--- src/rtl/vec_irq_ctl.sv ---
module vec_irq_ctl #(
  parameter int NCODES = 64,
  parameter int SYS_LO = 4,
  parameter int NSYS   = 4,
  parameter int IO_LO  = 8
) (
  input  logic              clk,
  input  logic              rst_n,
  input  logic              io_valid,
  input  logic [15:0]       io_word,
  output logic              io_skip,
  input  logic [NCODES-1:0] dev_done,
  input  logic [NSYS-1:0]   sys_fault,
  output logic              irq_req,
  output logic [5:0]        irq_vec,
  input  logic              irq_ack,
  input  logic              svc_done
);
  logic [NCODES-1:0] ctl, flg, in_svc, pend, ctl_n, flg_n, io_mask, win_oh, svc_clr;
  logic [NSYS-1:0]   sys_p, sys_clr;
  logic              ien, svc_any, take;
  logic [5:0]        win, svc_top;

  wire       is_io  = io_valid && io_word[15:12] == 4'b1000 && io_word[10];
  wire       hc     = io_word[9];
  wire [2:0] op     = io_word[8:6];
  wire [5:0] sc     = io_word[5:0];
  wire       sel_ch = is_io && int'(sc) >= IO_LO && int'(sc) < NCODES;

  assign io_skip = sel_ch && ((op == 3'd3 && !flg[sc]) || (op == 3'd4 && flg[sc]));

  for (genvar c = 0; c < NCODES; c++) begin : g_code
    if (c >= SYS_LO && c < SYS_LO + NSYS) begin : g_sys
      assign pend[c]    = sys_p[c-SYS_LO];
      assign io_mask[c] = 1'b0;
    end else if (c >= IO_LO) begin : g_io
      assign pend[c]    = ctl[c] && flg[c] && ien;
      assign io_mask[c] = 1'b1;
    end else begin : g_none
      assign pend[c]    = 1'b0;
      assign io_mask[c] = 1'b0;
    end
  end

  always_comb begin
    win = '0;
    svc_top = '0;
    svc_any = |in_svc;
    for (int c = NCODES - 1; c >= 0; c--) begin
      if (pend[c])   win = c[5:0];
      if (in_svc[c]) svc_top = c[5:0];
    end
  end

  assign irq_req = |pend && (!svc_any || win < svc_top);
  assign irq_vec = irq_req ? win : 6'd0;
  assign take    = irq_req && irq_ack;
  assign win_oh  = take ? (NCODES'(1) << win) : '0;
  assign svc_clr = (svc_done && svc_any) ? (NCODES'(1) << svc_top) : '0;

  for (genvar i = 0; i < NSYS; i++) begin : g_sclr
    assign sys_clr[i] = take && int'(win) == SYS_LO + i;
  end

  always_comb begin
    ctl_n = ctl;
    flg_n = flg;
    if (sel_ch) begin
      case (op)
        3'd0: ctl_n[sc] = 1'b0;
        3'd1: flg_n[sc] = 1'b1;
        3'd2: flg_n[sc] = 1'b0;
        3'd7: ctl_n[sc] = 1'b1;
        default: ;
      endcase
      if (hc) flg_n[sc] = 1'b0;
    end
    flg_n = flg_n | (dev_done & io_mask);
  end

  always_ff @(posedge clk) begin
    if (!rst_n) begin
      ctl    <= '0;
      flg    <= '0;
      in_svc <= '0;
      sys_p  <= '0;
      ien    <= 1'b0;
    end else begin
      ctl    <= ctl_n;
      flg    <= flg_n;
      in_svc <= (in_svc & ~svc_clr) | win_oh;
      sys_p  <= (sys_p & ~sys_clr) | sys_fault;
      if (is_io && sc == 6'd0) begin
        if (op == 3'd7) ien <= 1'b1;
        else if (op == 3'd0) ien <= 1'b0;
      end
    end
  end
endmodule

--- config.mk ---
export PLATFORM = sky130hd
export DESIGN_NAME = vec_irq_ctl
export DESIGN_NICKNAME = d
export VERILOG_FILES = /design/src/rtl/vec_irq_ctl.sv
export SDC_FILE = /design/constraint.sdc
export NUM_CORES = 1
export LEC_CHECK = 0
export ABC_AREA = 1
export BUFFER_PORTS_ARGS = -buffer_cell sky130_fd_sc_hd__buf_2
export CAP_MARGIN = 0
export CORE_ASPECT_RATIO = 1.75
export CORE_MARGIN = 2
export CORE_UTILIZATION = 45
export CTS_BUF_LIST = sky130_fd_sc_hd__clkbuf_8 sky130_fd_sc_hd__clkbuf_16
export DETAILED_ROUTE_END_ITERATION = 6
export PLACE_DENSITY = 0.65
export REMOVE_ABC_BUFFERS = 1
export SLEW_MARGIN = 20
export SYNTH_ARGS = -nofsm -noshare
export SYNTH_HDL_FRONTEND = slang
export SYNTH_SLANG_ARGS = --single-unit
--- constraint.sdc ---
create_clock -name clk -period 4.5 [get_ports clk]
set_clock_uncertainty 0.1 [all_clocks]
set_input_delay 0.225 -clock clk [delete_from_list [all_inputs] [get_ports clk]]
set_output_delay 0.225 -clock clk [all_outputs]
set_load 0.05 [all_outputs]
======== Word level (Yosys, flattened, before mapping) ========
Index checks and enable logic that the tools add are counted.
word-level totals
  register bits after elaboration ......... 197
  output and inout bits ................... 8
  input port bits ......................... 89
  word-level logic and storage cells ...... 310
operators by class
  bitwise logic cells ..................... 13
  muxes and demuxes ....................... 138
  reduce and logical (&&, ||, !) cells .... 138
  shift-type cells ........................ 2
  magnitude comparators ................... 4
  eq/ne operators ......................... 10
operator list
  operator                                                                number
  6-bit two-way mux                                                       125
  64-bit two-way mux                                                      5
  64-bit bitwise AND                                                      4
  64-bit bitwise OR                                                       4
  64-bit one-hot mux with 2 select lines                                  2
  64-bit NOT                                                              2
  1-bit by 6-bit << shifter with 64-bit output (first input constant)     2
  1-bit logical AND                                                       127
  64-bit OR reduction                                                     1
  60-bit OR reduction                                                     1
  6-bit by 4-bit equality test with 1-bit output (second input constant)  4
  6-bit by 7-bit < comparator with 1-bit output (second input constant)   1
  1-bit binary-select mux with 6-bit select                               1
  1-bit demux with 6-bit select                                           1
  3-bit by 2-bit equality test with 1-bit output (second input constant)  2
  3-bit equality test (second input constant)                             2
  6-bit by 1-bit >= comparator with 1-bit output (second input constant)  1
  6-bit by 4-bit >= comparator with 1-bit output (second input constant)  1
  6-bit logical NOT                                                       1
  6-bit < comparator                                                      1
  4-bit bitwise AND                                                       1
  4-bit equality test (second input constant)                             1
  1-bit two-way mux                                                       4
  4-bit NOT                                                               1
  7 further kinds                                                         10

======== Logic depth before layout (Yosys ltp) ========
  depth after elaboration ................. 72
  gate-level depth with buffers ........... 74
  gate-level depth less buffers ........... 73

======== Worst setup path after synthesis ========
OpenSTA, ideal clock, no wires.
  kind .................................... reg2out
  from .................................... reg ien
  to ...................................... out irq_vec[0]
  data required time ...................... 4.175 ns
  buffers on the path ..................... 1
  slack ................................... -0.102 ns
  cell stages (with the launch flop) ...... 66
  arrival time ............................ 4.277 ns
  cells stage by stage .................... dfxtp_1 buf_4 nand3_2 o21ai_1 nand2_1 nand2_1 nand2_1 nand2_1 nand2_1 nand2_1 nand2_1 nand2_1 nand2_1 nand2_1 nand2_1 nand2_1 nand2_1 nand2_1 [... 30 more ...] nand2_1 nand2_1 nand2_1 nand2_1 nand2_1 nand2_1 nand2_1 nand2_1 a21oi_1 o21bai_2 nand2_2 nand2_2 nor2_2 nand2_2 nor2_2 nand2_4 nand2_8 nor2_1
on the way
  longest elaborated chain between the ends .. 65
  elaborated cells on any way between the ends .. 121
  classes of those cells .................. order compare: 1; mux: 61; reduce/logical: 59
ends and longest elaborated chain
  element                          RTL line  text
  start, declared                  21        logic ien, svc_any, take;
  start signal, assigned           87        ien <= 1'b0;
  start signal, assigned           94        if (op == 3'd7) ien <= 1'b1;
  start signal, assigned           95        else if (op == 3'd0) ien <= 1'b0;
  1-bit logical AND                37        assign pend[c] = ctl[c] && flg[c] && ien;
  6-bit two-way mux (60 in a row)  50        if (pend[c]) win = c[5:0];
  6-bit < comparator               55        assign irq_req = |pend && (!svc_any || win < svc_top);
  1-bit logical OR                 55
  1-bit logical AND                55
  6-bit two-way mux *              56        assign irq_vec = irq_req ? win : 6'd0;
  end, declared                    15        output logic [5:0] irq_vec,
Every way passes the cells marked *; elsewhere a longest branch is shown, timed or not.

======== Worst setup path after layout ========
  from .................................... reg ien
  to ...................................... out irq_req
on the way
  longest elaborated chain between the ends .. 64
  elaborated cells on any way between the ends .. 120
  classes of those cells .................. order compare: 1; mux: 60; reduce/logical: 59
ends and longest elaborated chain
  element                          RTL line  text
  1-bit logical AND                37
  6-bit two-way mux (60 in a row)  50
  6-bit < comparator               55
  1-bit logical OR                 55
  1-bit logical AND *              55
  end, declared                    14        output logic irq_req,
Marked as above.

==> impl_metrics.tcl <==
set metrics [dict create \
    drt_wl_total_um 43340 \
    rrSetupSlack_ns -0.93 \
    die_y_um 214.3 \
    place_congestion 0.9981 \
    period_needed_ns 5.472 \
    hold_viol_final 0 \
    cts_max_level 4 \
    core-area_um2 25050 \
    rr_startpoint "ien" \
    slowest_delay_ns 0.38 \
    wire_per_inst_um 17.99 \
    arrival_ns 5.15 \
    ys_seq_elements 189 \
    yosysWarnings 0 \
    fmax_ghz 0.1828 \
    syn_inst 1842 \
    ant_nets 0 \
    worstPathRequired_ns 4.18 \
    r2r-end "in_svc[40]" \
    fin_setup_tns_ns -53.91 \
    clockBufferDepth 2 \
    drt_iter0_markers 998 \
    avgSynthCellArea_um2 6.174 \
    vdd_ir_drop_max_uv 235.8 \
    cap_violations 0 \
    place_inst 2293 \
    endpoint_kind "output port" \
    final_core_util_pct 59.34 \
    clock_latency_ns 0.46 \
    clock-sinks 189 \
    start_util_pct 45.40 \
    grt_pass1_wl_um 67110 \
    num_vias 13228 \
    synth_edf_count 0 \
    rsz0062_at_grt "true" \
    antenna_found_initial 0 \
    clk_pin_slew_ns 0.07 \
    cts_buffers 17 \
    grt_use_total_pct 33.09 \
    ff2ff_path_depth 71 \
    first_pass_iters 6 \
    worst_slack_ns -0.9719 \
    worst_path_max_delay_cell "dfxtp_4" \
    hp-class "input port to flop" \
    leakage_nw 6.392 \
    setup_violations 72 \
    use_met2_pct 58.31 \
    power_density_nw_per_um2 279.0 \
    num_antenna_cells 0 \
    crit_path_end "irq_req" \
    crit_type "flop to output port" \
    cp-start-kind "flop" \
    busiest_layer "met2" \
    grt_pass1_vias 13010 \
    slew_viol_final 0 \
    post_route_cells_drive_above_1_share_pct 20.45 \
    overflow 0 \
    areaGrowthSynthToFinish_pct 30.71 \
    slew_headroom_pct 27.29 \
    vias_per_cell 5.491 \
    crit_path_frequent_cell "nand2_1" \
    grt_util_met1_pct 32.32 \
    drc 0 \
    gr-usage-met3_pct 6.915 \
    outcome "finished with violations" \
    dp_hpwl_um 31200 \
    synth_cell_types 41 \
    port_buffers 87 \
    crit_start "ien" \
    place_ws_ns -0.7802 \
    io_pins 97 \
    grt_max_degree 112 \
    cts_tree "yes" \
    yosysSeqAreaShare_pct 33.27 \
    row_count 77 \
    die_w_um 124.2 \
    nNetsFinal 2177 \
    synth_flop_cell "dfxtp_1" \
    violations "setup timing" \
    netlist_area_um2 11370 \
    stdcell_count 2409 \
    crit_fanout 7 \
    min_period_over_period_pct 121.6 \
    async_reset_ff_share_pct 0 \
    die_area_um2 26610 \
    tightest_slew_ns 1.089 \
    root_buffer "clkbuf_16" \
]
==> critical path, delay by kind of cell, from the launching register on <==
| kind | cells | cell delay [ns] |
|---|---|---|
| simple gates | 60 | 3.71 |
| flops | 1 | 0.38 |
| buf+inv | 3 | 0.31 |
| compound gates | 3 | 0.27 |
==> cell families (layout without fill, tap and decap cells) <==
family,Yosys count,after routing,synth area share (%)
adder cells (fa/ha/maj),5,5,0.5501
buffers and inverters,383,633,13.07
flip-flops,189,189,33.27
AND/OR/NAND/NOR,814,815,30.22
AO/OA/AOI/OAI,451,451,22.88
==> cells in the final DEF (no fill, tap or decap), types with 60 or more instances in the layout <==
cell type,n
nand2_1,314
buf_2,80
a21oi_1,136
nand3_1,99
dfxtp_1,185
buf_4,124
dlygate4sd3_1,60
inv_1,295
nor2_1,255
o21ai_0,173
==> what timing repair did <==
action                     4_1_cts  5_1_grt
hold endpoints to repair        60        0
buffers inserted                15       10
gates resized for setup         87       77
pin swaps                       24       25
hold buffers                    60        0
gates cloned                     4        0
setup endpoints to repair       75       75
==> stage by stage <==
stage | power, mW | cell area, um2 | hold slack (ns)
floorplan | 2.116 | 11030 | 0.2226
global placement | 2.403 | 12850 | 0.3138
detailed placement | 2.406 | 12850 | 0.3173
CTS | 4.097 | 14530 | 0.03875
global route | 4.284 | 14860 | 0.05979
finish | 4.147 | 14860 | 0.06143
==> metal layers <==
metal  wire [um]  share of wire (%)
met5           0                  0
met2       22210                 51
met4        3993                9.2
met3        2465                5.7
met1       14680                 34
==> where the power goes <==
group	internal (mW)	leakage, nW	switching, mW
Sequential	1.71	1.54	0.0301
Clock	0.822	0.273	0.683
Combinational	0.388	4.58	0.511
==> synthesized netlist by cell type (7+ instances only) <==
cell,instances,area [um2]
clkbuf_1,63,236.5
a21oi_2,30,262.8
o31ai_1,15,112.6
a21oi_1,153,765.7
a31oi_1,7,43.79
o22ai_1,21,131.4
o21ai_0,178,890.9
nand2_1,345,1295
nand2_2,33,206.5
dfxtp_1,189,3784
o32ai_1,17,148.9
nor2_1,272,1021
nand4_1,16,100.1
nor3_1,29,145.1
nand3_1,102,510.5
buf_1,7,26.28
a22oi_1,7,52.55
inv_1,298,1119
==> worst min path at each step <==
| stage | start | end | slack (ns) | cells past startpoint |
|---|---|---|---|---|
| finish | rst_n | flg[7] | 0.06 | 3 |
| global route | rst_n | flg[6] | 0.06 | 3 |
| CTS | rst_n | flg[6] | 0.04 | 3 |
| detailed placement | flg[2] | flg[2] | 0.32 | 2 |
| global placement | flg[6] | flg[6] | 0.31 | 2 |
| floorplan | rst_n | flg[0] | 0.22 | 2 |
==> final cells by class <==
type | count | area [um2]
timing repair buffer | 300 | 2445
multi-input combinational | 1271 | 6524
clock buffer | 18 | 439.2
fill | 2423 | 10180
inverter | 304 | 1149
clock inverter | 11 | 121.4
sequential | 189 | 3791
tap | 316 | 395.4
No activity file was read; power rests on OpenSTA's default activity.
